File: src/rtl/mfsub_pkg.sv
package mfsub_pkg;
  localparam int NSUB = 5;
  localparam int AW   = 3;
  localparam logic [AW-1:0] ADR_CTRL = 3'd0;
  localparam logic [AW-1:0] ADR_QTX  = 3'd1;
  localparam logic [AW-1:0] ADR_SUBA = 3'd2;
  localparam logic [AW-1:0] ADR_SUBB = 3'd3;
  localparam logic [AW-1:0] ADR_SUBC = 3'd4;
endpackage

File: src/rtl/mfsub_qtx.sv
module mfsub_qtx #(
  parameter int NIB_W = 4
) (
  input  logic             clk,
  input  logic             rst,
  input  logic             wr_q,
  input  logic [NIB_W-1:0] wnib,
  input  logic             boundary,
  input  logic             mf_on,
  output logic [NIB_W-1:0] q_reg,
  output logic [NIB_W-1:0] q_out,
  output logic             q_sel
);
  always_ff @(posedge clk) begin
    if (rst) begin
      q_reg <= '1;
      q_out <= '1;
      q_sel <= 1'b0;
    end else begin
      if (wr_q) q_reg <= wnib;
      if (boundary) begin
        q_sel <= mf_on;
        if (mf_on) q_out <= q_reg;
      end
    end
  end
endmodule

File: src/rtl/mfsub_scap.sv
module mfsub_scap #(
  parameter int NIB_W = 4,
  parameter int NSUB  = 5
) (
  input  logic                  clk,
  input  logic                  rst,
  input  logic                  cap,
  input  logic [NSUB*NIB_W-1:0] rx,
  output logic [NSUB*NIB_W-1:0] sc
);
  for (genvar k = 0; k < NSUB; k++) begin : g_slot
    localparam logic [NIB_W-1:0] RST_V = (k == 0) ? '1 : '0;
    always_ff @(posedge clk) begin
      if (rst)      sc[k*NIB_W +: NIB_W] <= RST_V;
      else if (cap) sc[k*NIB_W +: NIB_W] <= rx[k*NIB_W +: NIB_W];
    end
  end
endmodule

File: src/rtl/mfsub_irq.sv
module mfsub_irq #(
  parameter int NIB_W = 4
) (
  input  logic             clk,
  input  logic             rst,
  input  logic             cap,
  input  logic             en,
  input  logic             every,
  input  logic [NIB_W-1:0] sc1_new,
  input  logic [NIB_W-1:0] sc1_old,
  input  logic             clr,
  output logic             irq
);
  logic evt;
  assign evt = cap && en && (every || (sc1_new != sc1_old));

  always_ff @(posedge clk) begin
    if (rst)      irq <= 1'b0;
    else if (evt) irq <= 1'b1;
    else if (clr) irq <= 1'b0;
  end
endmodule

File: src/rtl/mfsub_regif.sv
module mfsub_regif
  import mfsub_pkg::*;
#(
  parameter int NIB_W = 4,
  localparam int DW   = 2 * NIB_W
) (
  input  logic                  clk,
  input  logic                  rst,
  input  logic                  wr_en,
  input  logic                  rd_en,
  input  logic [AW-1:0]         addr,
  input  logic [DW-1:0]         wdata,
  input  logic [NIB_W-1:0]      q_reg,
  input  logic [NSUB*NIB_W-1:0] sc,
  output logic                  ctl_en,
  output logic                  ctl_every,
  output logic                  wr_q,
  output logic [NIB_W-1:0]      wnib,
  output logic                  clr,
  output logic [DW-1:0]         rdata
);
  logic [DW-1:0] rd_mux;

  assign wr_q = wr_en && (addr == ADR_QTX);
  assign wnib = wdata[DW-1 -: NIB_W];
  assign clr  = rd_en && (addr == ADR_SUBA);

  always_ff @(posedge clk) begin
    if (rst) begin
      ctl_en    <= 1'b0;
      ctl_every <= 1'b0;
    end else if (wr_en && addr == ADR_CTRL) begin
      ctl_en    <= wdata[0];
      ctl_every <= wdata[1];
    end
  end

  always_comb begin
    rd_mux = '0;
    case (addr)
      ADR_CTRL: rd_mux = {{(DW-2){1'b0}}, ctl_every, ctl_en};
      ADR_QTX:  rd_mux = {q_reg, {NIB_W{1'b0}}};
      ADR_SUBA: rd_mux = {sc[0 +: NIB_W], {NIB_W{1'b0}}};
      ADR_SUBB: rd_mux = {sc[NIB_W +: NIB_W], sc[2*NIB_W +: NIB_W]};
      ADR_SUBC: rd_mux = {sc[3*NIB_W +: NIB_W], sc[4*NIB_W +: NIB_W]};
      default:  rd_mux = '0;
    endcase
  end

  always_ff @(posedge clk) begin
    if (rst) rdata <= '0;
    else     rdata <= rd_en ? rd_mux : '0;
  end
endmodule

File: src/rtl/mfsub_regs.sv
module mfsub_regs
  import mfsub_pkg::*;
#(
  parameter int NIB_W = 4,
  localparam int DW   = 2 * NIB_W,
  localparam int RXW  = NSUB * NIB_W
) (
  input  logic             clk,
  input  logic             rst,
  input  logic             wr_en,
  input  logic             rd_en,
  input  logic [AW-1:0]    addr,
  input  logic [DW-1:0]    wdata,
  output logic [DW-1:0]    rdata,
  input  logic             mf_strobe,
  input  logic             mf_enable,
  input  logic [RXW-1:0]   rx_sub,
  output logic [NIB_W-1:0] q_out,
  output logic             q_sel,
  output logic             irq
);
  logic             cap;
  logic             ctl_en;
  logic             ctl_every;
  logic             wr_q;
  logic             clr;
  logic [NIB_W-1:0] wnib;
  logic [NIB_W-1:0] q_reg;
  logic [RXW-1:0]   sc_flat;

  assign cap = mf_strobe && mf_enable;

  mfsub_regif #(.NIB_W(NIB_W)) u_regif (
    .clk(clk), .rst(rst), .wr_en(wr_en), .rd_en(rd_en), .addr(addr),
    .wdata(wdata), .q_reg(q_reg), .sc(sc_flat), .ctl_en(ctl_en),
    .ctl_every(ctl_every), .wr_q(wr_q), .wnib(wnib), .clr(clr),
    .rdata(rdata)
  );

  mfsub_qtx #(.NIB_W(NIB_W)) u_qtx (
    .clk(clk), .rst(rst), .wr_q(wr_q), .wnib(wnib), .boundary(mf_strobe),
    .mf_on(mf_enable), .q_reg(q_reg), .q_out(q_out), .q_sel(q_sel)
  );

  mfsub_scap #(.NIB_W(NIB_W), .NSUB(NSUB)) u_scap (
    .clk(clk), .rst(rst), .cap(cap), .rx(rx_sub), .sc(sc_flat)
  );

  mfsub_irq #(.NIB_W(NIB_W)) u_irq (
    .clk(clk), .rst(rst), .cap(cap), .en(ctl_en), .every(ctl_every),
    .sc1_new(rx_sub[0 +: NIB_W]), .sc1_old(sc_flat[0 +: NIB_W]),
    .clr(clr), .irq(irq)
  );
endmodule

File: config.mk
export PLATFORM = sky130hd
export DESIGN_NAME = mfsub_regs
export DESIGN_NICKNAME = d
export VERILOG_FILES = /design/src/rtl/mfsub_pkg.sv /design/src/rtl/mfsub_qtx.sv /design/src/rtl/mfsub_scap.sv /design/src/rtl/mfsub_irq.sv /design/src/rtl/mfsub_regif.sv /design/src/rtl/mfsub_regs.sv
export SDC_FILE = /design/constraint.sdc
export NUM_CORES = 1
export LEC_CHECK = 0
export ABC_AREA = 1
export BUFFER_PORTS_ARGS = -buffer_cell sky130_fd_sc_hd__buf_2
export CORE_MARGIN = 3
export CORE_UTILIZATION = 47
export DETAILED_ROUTE_END_ITERATION = 6
export GPL_TIMING_DRIVEN = 0
export PLACE_DENSITY = 0.75
export SYNTH_ARGS = -nofsm -noshare
export SYNTH_HDL_FRONTEND = slang
export SYNTH_HIERARCHICAL = 1
export SYNTH_SLANG_ARGS = --single-unit
File: constraint.sdc
create_clock -name clk -period 1.6 [get_ports clk]
set_clock_uncertainty 0.05 [all_clocks]
set_input_delay 0.32 -clock clk [delete_from_list [all_inputs] [get_ports clk]]
set_output_delay 0.32 -clock clk [all_outputs]
set_load 0.02 [all_outputs]
== Yosys cells after proc, flatten, opt, wreduce, memory -nomap -nowiden ==
Cells that the tools add are included.
Word-level totals
  bits in registers: 40
  bits of input ports: 37
  output and inout port bits: 14
  word-level logic and storage cells: 32
Cells by class
  eq/ne operators: 5
  muxes and demuxes: 3
  bitwise operators: 1
  reduce and logical (&&, ||, !) cells: 11
Operators with widths (count)
  case mux 8 bit (5 select lines): 1
  == test 3 x 2 -> 1 bit, second input constant: 2
  logical AND 1 bit: 6
  != test 4 bit: 1
  == test 3 x 1 -> 1 bit, second input constant: 1
  == test 3 bit, second input constant: 1
  zero test 3 bit: 1
  two-way mux 1 bit: 2
  AND reduction 2 bit: 1
  nonzero test 2 bit: 1
  OR reduction 2 bit: 1
  logical OR 1 bit: 1
  inverter 1 bit: 1

== Longest topological paths before layout ==
  depth after elaboration: 4
  depth in mapped cells: 7
  depth with buffers taken out: 7

== Modules after synthesis ==
The synthesis kept the hierarchy.
Modules (own cells, without submodules)
  mfsub_scap: times used 1, cells an instance 120, area each 887.1 um^2, sequential area each 400.4 um^2
  mfsub_regif: times used 1, cells an instance 91, area each 678.2 um^2, sequential area each 200.2 um^2
  mfsub_qtx: times used 1, cells an instance 39, area each 315.3 um^2, sequential area each 180.2 um^2
  mfsub_irq: times used 1, cells an instance 29, area each 132.6 um^2, sequential area each 20.0 um^2
  mfsub_regs: times used 1, cells an instance 2, area each 7.5 um^2, sequential area each 0.0 um^2

== Worst setup path before layout ==
Ideal clock, no wire load.
  path kind: input port to flip-flop
  start: input addr[1]
  end: register u_qtx.q_reg[0]
  library setup time: 0.126 ns
  arrival: 1.375 ns
  required time: 1.424 ns
  path slack: 0.049 ns
  cell stages on the path: 6
  buffers on the path: 2
  cells stage by stage: buf_6 buf_6 nor4_1 inv_1 nand2_1 nand3_1
Between the ends
  cells in the longest elaborated chain, start to end: 2
RTL lines
  start, declared: RTL line mfsub_regs.sv:12  | input logic [AW-1:0] addr,
  == test 3 x 1 -> 1 bit: RTL line mfsub_regif.sv:24  | assign wr_q = wr_en && (addr == ADR_QTX);
  logical AND 1 bit: RTL line mfsub_regif.sv:24
  named net wr_q: RTL line mfsub_regs.sv:25  | logic wr_q;
  end signal, assigned: RTL line mfsub_qtx.sv:20  | if (wr_q) q_reg <= wnib;
  end, declared: RTL line mfsub_qtx.sv:10  | output logic [NIB_W-1:0] q_reg,
The timed path passes the listed nets, and every way through them passes these cells.
A chain may end at the register's enable or synchronous reset.

== Worst setup path in the final report ==
  start: input addr[1]
  end: register u_qtx.q_reg[1]
The elaborated chain is that of the path after synthesis.

==> results_dict.tcl <==
set metrics [dict create \
    overflow 0 \
    regMostFlops "u_scap/sc" \
    dp_hpwl_mm 3.18 \
    grt_pass1_vias 1583 \
    cp_max_fo 10 \
    max_stage_delay_ns 0.64 \
    drive_gt1_frac 0.298 \
    rsz0062_at_grt "false" \
    drt-pass1-iter-count 4 \
    multi_input_area_sq_um 883 \
    outcome "completed" \
    grt_pass1_wl_mm 7.11 \
    combPwrFrac 0.166 \
    seq_power_share 0.528 \
    placed_area_sq_um 2290 \
    totalWireLength_mm 4.27 \
    synth-seq-cells 40 \
    sw_frac_of_total 0.272 \
    biggestRegsByFlops "u_scap/sc (20), u_regif/rdata (8)" \
    vias 1812 \
    final-seq-area_sq_um 801 \
    clk_pin_slew_ns 0.07 \
    vdd_drop_max_mv 0.349 \
    finalPower_uw 2040 \
    maxCapViolCount 0 \
    critical_path_class "primary input to register" \
    insertion_delay_ns 0.29 \
    placementRows 23 \
    cts_tree "yes" \
    layout_commonest_cell "nand2_1" \
    cts-resized-gates 0 \
    area_growth_syn_to_layout_pct 17.1 \
    cp.buffers_inverters 3 \
    max_freq_mhz 679 \
    p_sw_uw 555 \
    n_antenna_cell 0 \
    end_kind "register" \
    clockRootBuffer "clkbuf_8" \
    critPathRequiredTime_ns 1.72 \
    drtIter0Drc 102 \
    detail_route.wl_per_cell_um 11.3 \
    crit_family "simple AND/OR/NAND/NOR gates" \
    route.detailed.drc 0 \
    syn_nets 318 \
    nNetsFinal 366 \
    worstPathCellList "buf_6, buf_6, nor4_1, inv_1, nand2_1, nand3_1" \
    postCtsHoldBufs 0 \
    die_height_um 71.6 \
    intPower_uw 1480 \
    htree_levels 2 \
    hold_path_class "primary input to register" \
    crit_top_cell "buf_6" \
    ant_nets 0 \
    fp.dieArea_sq_um 5120 \
    start_util 0.494 \
    synth_seq_area_share 0.396 \
    worstPathArrival_ns 1.59 \
    post_cts_buffers 0 \
    ys_types 21 \
    tightest_slew_ns 0.709 \
    antenna_found_initial 0 \
    slowest_stage "nor4_1" \
    drv_slew 0 \
    synthCells 281 \
    hold_violations 0 \
    slew-limit-headroom 0.523 \
    gr-usage-all-layers 0.175 \
    leakage_uw 0.00125 \
    fin_crit_ns 1.47 \
    syn_area_per_cell_sq_um 7.19 \
    worstSetupStartpointType "primary input" \
    power_frac_clock 0.306 \
    n_fill_cell 407 \
    fin_crit_sh 0.920 \
    grt_max_degree 12 \
    setup_viol 0 \
    portBuffers 41 \
    via_per_inst 4.78 \
    largest_reg_flops 20 \
    place.gp.congestion 0.807 \
    cts.sinks 40 \
    clockBufferDepth 2 \
    synth_area_sq_um 2020 \
    die_w_um 71.6 \
    ios 51 \
    mostFrequentLayoutCells "nand2_1 (68), buf_2 (41), dfxtp_1 (40), inv_1 (37), nor2_1 (34)" \
    design_area_sq_um 2370 \
    coreArea_sq_um 4090 \
    cts_buffers 5 \
    yosys_warnings 6 \
    power_density_nw_per_um2 862 \
]
-- tightest hold or removal path, stage by stage --
cell     delay [ns]
buf_4          0.07
nand2_1        0.04
nand3_1        0.06
-- synthesized netlist by cell type --
| cell type | n | area (sq um) |
|---|---|---|
| nand2_1 | 68 | 255 |
| dfxtp_1 | 40 | 801 |
| inv_1 | 37 | 139 |
| nor2_1 | 34 | 128 |
| nand3_1 | 28 | 140 |
| nand2_2 | 16 | 100 |
| nand4_1 | 16 | 100 |
| nor2_2 | 11 | 68.8 |
| buf_6 | 9 | 101 |
| a21oi_1 | 4 | 20.0 |
| buf_4 | 4 | 30.0 |
| a21oi_2 | 2 | 17.5 |
| clkbuf_4 | 2 | 15.0 |
| inv_2 | 2 | 7.51 |
| nor4_1 | 2 | 12.5 |
| buf_12 | 1 | 20.0 |
| buf_8 | 1 | 15.0 |
| inv_6 | 1 | 8.76 |
| nor2_8 | 1 | 20.0 |
| nor3_4 | 1 | 16.3 |
| o21ai_1 | 1 | 5.00 |
-- per-stage QoR --
stage          setup slack (ns)  hold slack (ns)  utilization  cells  TNS, ns
6_report                  0.128            0.182        0.579    379        0
5_1_grt                  0.0160            0.190        0.579    379        0
4_1_cts                   0.137            0.174        0.579    379        0
3_5_place_dp             -0.182            0.396        0.560    372   -0.704
3_3_place_gp             -0.178            0.390        0.560    372   -0.692
2_1_floorplan            0.0488            0.332            -    281        0
-- final cells by class --
cell class | count | share of cell area
clock buffer | 6 | 0.0307
inverter | 40 | 0.0656
buffer | 17 | 0.0767
sequential | 40 | 0.338
tap | 50 | 0.0264
clock inverter | 1 | 0.00212
timing repair buffer | 41 | 0.0867
multi-input combinational | 184 | 0.373
-- path summary, 6_finish.rpt --
kind | startpoint | end | slack [ns] | cells past startpoint
hold reg to reg | u_qtx/q_out[2] | u_qtx/q_out[2] | 0.41 | 2
hold / removal | wdata[7] | u_qtx/q_reg[3] | 0.18 | 3
setup reg to reg | u_scap/sc[1] | u_irq/irq | 0.60 | 7
setup / recovery | addr[1] | u_qtx/q_reg[1] | 0.13 | 6
-- kinds of logic (layout without fill, tap and decap cells) --
group | after synthesis | in the layout | synth area share
flip-flops | 40 | 40 | 0.396
AO/OA/AOI/OAI | 7 | 7 | 0.0211
AND/OR/NAND/NOR | 177 | 177 | 0.416
buffers and inverters | 57 | 105 | 0.167
-- metal layers --
metal,routed length [um],vias to the layer above,track usage
met5,0,-,0
met4,42,0,0.0564
met3,288,4,0.0533
met2,1860,55,0.260
met1,2080,794,0.242
li1,-,959,-
-- power groups by stage --
stage	logic (uW)	registers, uW	clock network (uW)
floorplan	230	1110	0
global placement	332	1100	0
detailed placement	336	1100	0
CTS	338	1080	645
global route	378	1080	687
finish	338	1080	625
(Power assumes the default switching activity.)
